[src/rtl/los_pkg.sv]
package los_pkg;
   // One millisecond of line bits at each rate
   localparam int unsigned T1_SLOTS_PER_MS = 1544;
   localparam int unsigned E1_SLOTS_PER_MS = 2048;
   // Zero run must exceed this to declare loss
   localparam int unsigned ZERO_RUN_LIMIT  = 192;

   typedef struct packed {
      logic show_los;
      logic show_frm;
   } los_pin_sel_t;
endpackage

[src/rtl/los_level_timer.sv]
module los_level_timer #(
   parameter int unsigned T1_TERM = 1544,
   parameter int unsigned E1_TERM = 2048,
   localparam int unsigned MAX_TERM = (T1_TERM > E1_TERM) ? T1_TERM : E1_TERM,
   localparam int unsigned CNT_W = $clog2(MAX_TERM + 1)
) (
   input  logic clk,
   input  logic rst_n,
   input  logic tick,
   input  logic level_low,
   input  logic restart,
   input  logic e1_mode,
   output logic expired
);
   if (T1_TERM < 2 || E1_TERM < 2) begin : g_bad_term
      $error("los_level_timer: terminal counts must be at least 2");
   end

   localparam logic [CNT_W-1:0] T1_LIM = CNT_W'(T1_TERM);
   localparam logic [CNT_W-1:0] E1_LIM = CNT_W'(E1_TERM);

   logic [CNT_W-1:0] run_q;
   logic [CNT_W-1:0] term;

   assign term = e1_mode ? E1_LIM : T1_LIM;

   always_ff @(posedge clk) begin
      if (!rst_n || restart) begin
         run_q <= '0;
      end else if (tick) begin
         if (!level_low) begin
            run_q <= '0;
         end else if (run_q < term) begin
            run_q <= run_q + 1'b1;
         end
      end
   end

   assign expired = (run_q >= term);

   // the run count never climbs past the larger terminal value
   assert_run_bound_R2: assert property (@(posedge clk) disable iff (!rst_n)
      run_q <= CNT_W'(MAX_TERM));

   // a level-ok slot restarts the run
   assert_break_restart_R3: assert property (@(posedge clk) disable iff (!rst_n)
      (tick && !level_low) |=> (run_q == '0));

   // no strobe, no restart request -> run count holds
   assert_idle_hold_R10: assert property (@(posedge clk) disable iff (!rst_n)
      (!tick && !restart) |=> $stable(run_q));
endmodule

[src/rtl/los_zero_run.sv]
module los_zero_run #(
   parameter int unsigned LIMIT = 192,
   localparam int unsigned SAT = LIMIT + 1,
   localparam int unsigned CNT_W = $clog2(SAT + 1)
) (
   input  logic clk,
   input  logic rst_n,
   input  logic tick,
   input  logic bit_in,
   input  logic restart,
   output logic run_long
);
   if (LIMIT < 1) begin : g_bad_limit
      $error("los_zero_run: LIMIT must be at least 1");
   end

   localparam logic [CNT_W-1:0] SAT_V = CNT_W'(SAT);

   logic [CNT_W-1:0] zeros_q;

   always_ff @(posedge clk) begin
      if (!rst_n || restart) begin
         zeros_q <= '0;
      end else if (tick) begin
         if (bit_in) begin
            zeros_q <= '0;
         end else if (zeros_q != SAT_V) begin
            zeros_q <= zeros_q + 1'b1;
         end
      end
   end

   assign run_long = (zeros_q == SAT_V);

   // count stays within the saturation value
   assert_zero_bound_R5: assert property (@(posedge clk) disable iff (!rst_n)
      zeros_q <= SAT_V);

   // once saturated, further zeros keep it saturated (no wrap)
   assert_no_wrap_R5: assert property (@(posedge clk) disable iff (!rst_n)
      (run_long && tick && !bit_in && !restart) |=> run_long);

   // a received one ends the run
   assert_one_ends_run_R4: assert property (@(posedge clk) disable iff (!rst_n)
      (tick && bit_in) |=> !run_long);
endmodule

[src/rtl/los_pin_mux.sv]
module los_pin_mux #(
   parameter bit PIN_REG = 1'b0
) (
   input  logic                  clk,
   input  logic                  rst_n,
   input  los_pkg::los_pin_sel_t sel,
   input  logic                  loss_sig,
   input  logic                  frame_loss,
   input  logic                  e1_mode,
   input  logic                  thr_sel,
   output logic                  pin,
   output logic                  thr_40db
);
   logic pin_d;

   assign pin_d    = (sel.show_los & loss_sig) | (sel.show_frm & frame_loss);
   assign thr_40db = e1_mode ? thr_sel : 1'b1;

   if (PIN_REG) begin : g_pin_flop
      logic pin_q;
      always_ff @(posedge clk) begin
         if (!rst_n) pin_q <= 1'b0;
         else        pin_q <= pin_d;
      end
      assign pin = pin_q;

      // both enables off -> pin low on the next cycle
      assert_pin_quiet_R8: assert property (@(posedge clk) disable iff (!rst_n)
         (!sel.show_los && !sel.show_frm) |=> !pin);
   end else begin : g_pin_comb
      assign pin = pin_d;

      // both enables off -> pin low
      assert_pin_quiet_R8: assert property (@(posedge clk) disable iff (!rst_n)
         (!sel.show_los && !sel.show_frm) |-> !pin);
   end

   // T1 always asks for the deep threshold
   assert_t1_thr_R9: assert property (@(posedge clk) disable iff (!rst_n)
      !e1_mode |-> thr_40db);
endmodule

[src/rtl/line_los_detector.sv]
module line_los_detector #(
   parameter int unsigned T1_TERM    = los_pkg::T1_SLOTS_PER_MS,
   parameter int unsigned E1_TERM    = los_pkg::E1_SLOTS_PER_MS,
   parameter int unsigned ZERO_LIMIT = los_pkg::ZERO_RUN_LIMIT,
   parameter bit          PIN_REG    = 1'b0
) (
   input  logic clk,
   input  logic rst_n,
   input  logic bit_en,
   input  logic rx_bit,
   input  logic below_thr,
   input  logic e1_mode,
   input  logic thr_sel,
   input  logic frame_loss,
   input  logic pin_sel_los,
   input  logic pin_sel_frm,
   output logic los_status,
   output logic los_pin,
   output logic thr_40db
);
   logic                  good_one;
   logic                  level_timeout;
   logic                  zeros_long;
   logic                  status_q;
   los_pkg::los_pin_sel_t pin_sel;

   // A one at adequate level is proof of signal
   assign good_one = bit_en & rx_bit & ~below_thr;

   los_level_timer #(
      .T1_TERM (T1_TERM),
      .E1_TERM (E1_TERM)
   ) u_level_timer (
      .clk       (clk),
      .rst_n     (rst_n),
      .tick      (bit_en),
      .level_low (below_thr),
      .restart   (good_one),
      .e1_mode   (e1_mode),
      .expired   (level_timeout)
   );

   los_zero_run #(
      .LIMIT (ZERO_LIMIT)
   ) u_zero_run (
      .clk      (clk),
      .rst_n    (rst_n),
      .tick     (bit_en),
      .bit_in   (rx_bit),
      .restart  (good_one),
      .run_long (zeros_long)
   );

   always_ff @(posedge clk) begin
      if (!rst_n) begin
         status_q <= 1'b1;
      end else if (good_one) begin
         status_q <= 1'b0;
      end else if (level_timeout || zeros_long) begin
         status_q <= 1'b1;
      end
   end

   assign los_status       = status_q;
   assign pin_sel.show_los = pin_sel_los;
   assign pin_sel.show_frm = pin_sel_frm;

   los_pin_mux #(
      .PIN_REG (PIN_REG)
   ) u_pin_mux (
      .clk        (clk),
      .rst_n      (rst_n),
      .sel        (pin_sel),
      .loss_sig   (status_q),
      .frame_loss (frame_loss),
      .e1_mode    (e1_mode),
      .thr_sel    (thr_sel),
      .pin        (los_pin),
      .thr_40db   (thr_40db)
   );

   // a good one clears the status on the next clock
   assert_clear_R6: assert property (@(posedge clk) disable iff (!rst_n)
      good_one |=> !los_status);

   // a long zero run without a clearing one sets the status
   assert_zero_set_R4: assert property (@(posedge clk) disable iff (!rst_n)
      (zeros_long && !good_one) |=> los_status);

   // a level timeout without a clearing one sets the status
   assert_level_set_R2: assert property (@(posedge clk) disable iff (!rst_n)
      (level_timeout && !good_one) |=> los_status);

   // the status only falls on a strobed slot
   assert_fall_needs_slot_R10: assert property (@(posedge clk) disable iff (!rst_n)
      $fell(los_status) |-> $past(bit_en));
endmodule

[config.mk]
export PLATFORM = sky130hd
export DESIGN_NAME = line_los_detector
export DESIGN_NICKNAME = d
export VERILOG_FILES = /design/src/rtl/los_pkg.sv /design/src/rtl/los_level_timer.sv /design/src/rtl/los_zero_run.sv /design/src/rtl/los_pin_mux.sv /design/src/rtl/line_los_detector.sv
export SDC_FILE = /design/constraint.sdc
export NUM_CORES = 1
export LEC_CHECK = 0
export ABC_CLOCK_PERIOD_IN_PS = 2100
export CORE_MARGIN = 2
export CORE_UTILIZATION = 45
export DETAILED_ROUTE_END_ITERATION = 12
export GPL_TIMING_DRIVEN = 0
export PLACE_DENSITY = 0.72
export SETUP_SLACK_MARGIN = 0.2
export SYNTH_ARGS = -nofsm -noshare
export SYNTH_HDL_FRONTEND = slang
export SYNTH_SLANG_ARGS = --single-unit
[constraint.sdc]
create_clock -name clk -period 2.1 [get_ports clk]
set_input_delay 0.21 -clock clk [delete_from_list [all_inputs] [get_ports clk]]
set_output_delay 0.21 -clock clk [all_outputs]
set_load 0.03 [all_outputs]
==> out/results.ini <==
[floorplanning]
rows=18
die_y_microns=55.85
start_util_pct=47.97
design.die.area_sq_um=3119
die_w_microns=55.85
coreArea_sq_um=2522
ios=13

[power_and_ir_drop]
switching_share_pct=24.81
p_per_area_nw_per_um2=456.4
p_clk_share_pct=27.9
switchingPower_uw=170.1
intPower_uw=515.7
finalPower_uw=685.9
ir_drop_mv=0.3466
leakage_uw=0.0005226
combPwrFrac_pct=12.1
seq_power_share_pct=60.0

[critical_path]
cp.required_ns=2.29
worstReg2RegStart=u_level_timer.run_q[11]
crit_start=u_level_timer.run_q[11]
start_kind=flip-flop
critPathKind=reg2reg
crit_arrival_ns=2.01
path_cells=ha_1 > a21o_1 > o2bb2ai_2 > clkbuf_8 > nor4_4 > xnor2_1 > nor2_1
cp_slowest_stage_delay_ns=0.35
cpMaxStageDelayCell=dfxtp_2
crit_path_end_kind=flip-flop
cp_max_fo=5
cp_num_buf_inv=1
path_delay_family=compound AO/OA/AOI/OAI gates

[clocking]
cts_setup_buffers=0
cts_root_buffer=clkbuf_4
cts_tree=yes
cts_inserted_buffers=3
clk_pin_slew_ns=0.11
clock_latency_ns=0.30
cts_max_level=1
clock-sinks=21
cts_buffer_depth=2
ctsHoldBuffers=0

[cells_and_area]
final_area_sq_um=1503
final_nets=178
utilization_pct=59.57
area_growth_pct=24.20
diodes=0
fillers=219
drive_gt1_share_pct=13.21

[timing]
finalSetupViolations=0
maxSlewViolCount=0
hold_slack_ns=0.2529
max_slew_margin_pct=68.76
fmax_mhz=548.1
skew_ns=0.002020
fin_crit_ns=1.825
finalHoldViolCount=0
finalCritPeriodShare_pct=86.88
rsz0062_at_grt=true
tightest_slew_ns=0.4686
timing.final.ws_setup_ns=0.2754

[logic_synthesis]
ys_seq_area_share_pct=34.75
ys_ff_latch=21
synthCells=143
ys.flop_type=dfxtp_1
syn_area_sq_um=1210
syn_nets=161
synth_edf_count=0
syn-mean-instance-area_sq_um=8.461
async_reset_ff_share_pct=0
yosysWarnings=0
synth.distinct_cells=35

[routing]
vias=1091
drtIter0Drc=27
via_per_inst=5.772
detailedRoute.firstPassIterationCount=4
totalWireLength_mm=2.728
wire_per_inst_microns=14.43
ant_nets=0
drc_errors=0

[placed_design]
place.detailed.hpwl_mm=1.907
placed_cell_area_sq_um=1358
pre_cts_ws_ns=-0.4257
gp_congestion=0.7676
io_buffers=11

[run_status]
status=finished clean

[hold_path]
hp-start=bit_en
hp-class=in2reg

[global_route]
track_usage_pct=18.51
grt_pass1_wl_mm=4.692
grt_pass1_vias=1080
grt_max_degree=12
grt-ovfl-total=0
antenna_found_initial=0

[run]
max_cap_violations=0

==> area by class of cell <==
type	instances	area, sq um	area share (%)
repair buffers	12	116.4	7.744
multi-input cells	111	832.0	55.37
well taps	30	37.54	2.498
clock buffers	4	26.28	1.749
inverters	7	26.28	1.749
plain buffers	4	40.04	2.664
flip-flops and latches	21	424.2	28.23
==> per-layer routing <==
metal / track usage (%) / wire, microns
met1: 21.41 / 1231
met2: 33.33 / 1393
met3: 3.488 / 74
met4: 7.483 / 28
met5: 0 / 0
==> cell families (layout without fill, tap and decap cells) <==
| logic type | after synthesis | count (layout) | synth area share [%] |
|---|---|---|---|
| simple gates | 66 | 66 | 31.44 |
| flops | 21 | 21 | 34.75 |
| compound gates | 24 | 24 | 12.00 |
| fa+ha+maj | 8 | 8 | 8.273 |
| xor+xnor | 13 | 13 | 9.411 |
| buf+inv | 11 | 27 | 4.137 |
==> what timing repair did <==
action,4_1_cts,5_1_grt
cloned,0,1
endpoints found under the setup margin,12,13
hold endpoints to repair,0,0
pin swaps,0,1
gates resized for setup,13,9
==> flip-flops by register name (all words and copies together), names as in the netlist <==
register,flops
u_zero_run.zeros_q,8
los_status,1
u_level_timer.run_q,12
==> through the flow <==
stage               setup TNS, ns  cells
floorplan                       0    143
detailed placement         -3.681    184
finish                          0    189
global route                    0    189
CTS                             0    188
global placement           -3.419    184
==> Yosys cell counts (all sizes together), types with 2 or more instances <==
master  number  area [sq um]
nand4b       2         17.52
nor4b        2         23.77
and3         3         23.77
ha           8         100.1
xor2         4         35.03
a21oi        8         40.04
or4          2         15.01
or3          5         31.28
clkbuf       2         7.510
nand4        7         58.81
o31ai        3         22.52
buf          2         16.26
o21ai        7         35.03
inv          7         26.28
dfxtp       21         420.4
xnor2        9         78.83
nor4         6         43.79
nand2       11         41.29
nand3        5         25.02
nor3         3         15.01
nor2        17         63.81
==> power groups by stage <==
stage	sequential (uW)	clock [uW]	combinational [uW]
floorplan	421	0	44.0
global route	413	217	92.2
finish	412	191	83.3
detailed placement	421	0	81.6
CTS	412	202	82.4
global placement	420	0	79.5
==> placed cells by master, fill, tap and decap left out, types with 2 or more instances in the layout <==
| cell type | count |
|---|---|
| or4_1 | 2 |
| and3_1 | 2 |
| dfxtp_2 | 3 |
| nor4_4 | 5 |
| buf_6 | 2 |
| inv_1 | 7 |
| or3_1 | 5 |
| nor3_1 | 3 |
| a21oi_1 | 7 |
| dfxtp_1 | 18 |
| clkbuf_1 | 2 |
| clkbuf_4 | 4 |
| ha_1 | 8 |
| nand4_1 | 6 |
| nand4b_1 | 2 |
| o21ai_0 | 7 |
| clkdlybuf4s50_1 | 10 |
| nand3_1 | 5 |
| xnor2_1 | 9 |
| nand2_1 | 11 |
| o31ai_1 | 3 |
| xor2_1 | 4 |
| nor2_1 | 17 |
==> worst reg2reg max path: cells and delay by family (launching register included) <==
kind	cells	cell delay, ns
AO/OA/AOI/OAI	2	0.38
flip-flops	1	0.35
AND/OR/NAND/NOR	2	0.33
adder cells (fa/ha/maj)	1	0.32
buffers and inverters	1	0.18
XOR/XNOR	1	0.15
==> path summary, 6_finish.rpt <==
check	end	slack, ns	cells past startpoint
hold / removal	u_zero_run.zeros_q[2]	0.25	3
hold reg to reg	u_level_timer.run_q[11]	0.49	2
setup / recovery	u_level_timer.run_q[10]	0.28	7
setup reg to reg	u_level_timer.run_q[10]	0.28	7
(Power assumes the default switching activity.)
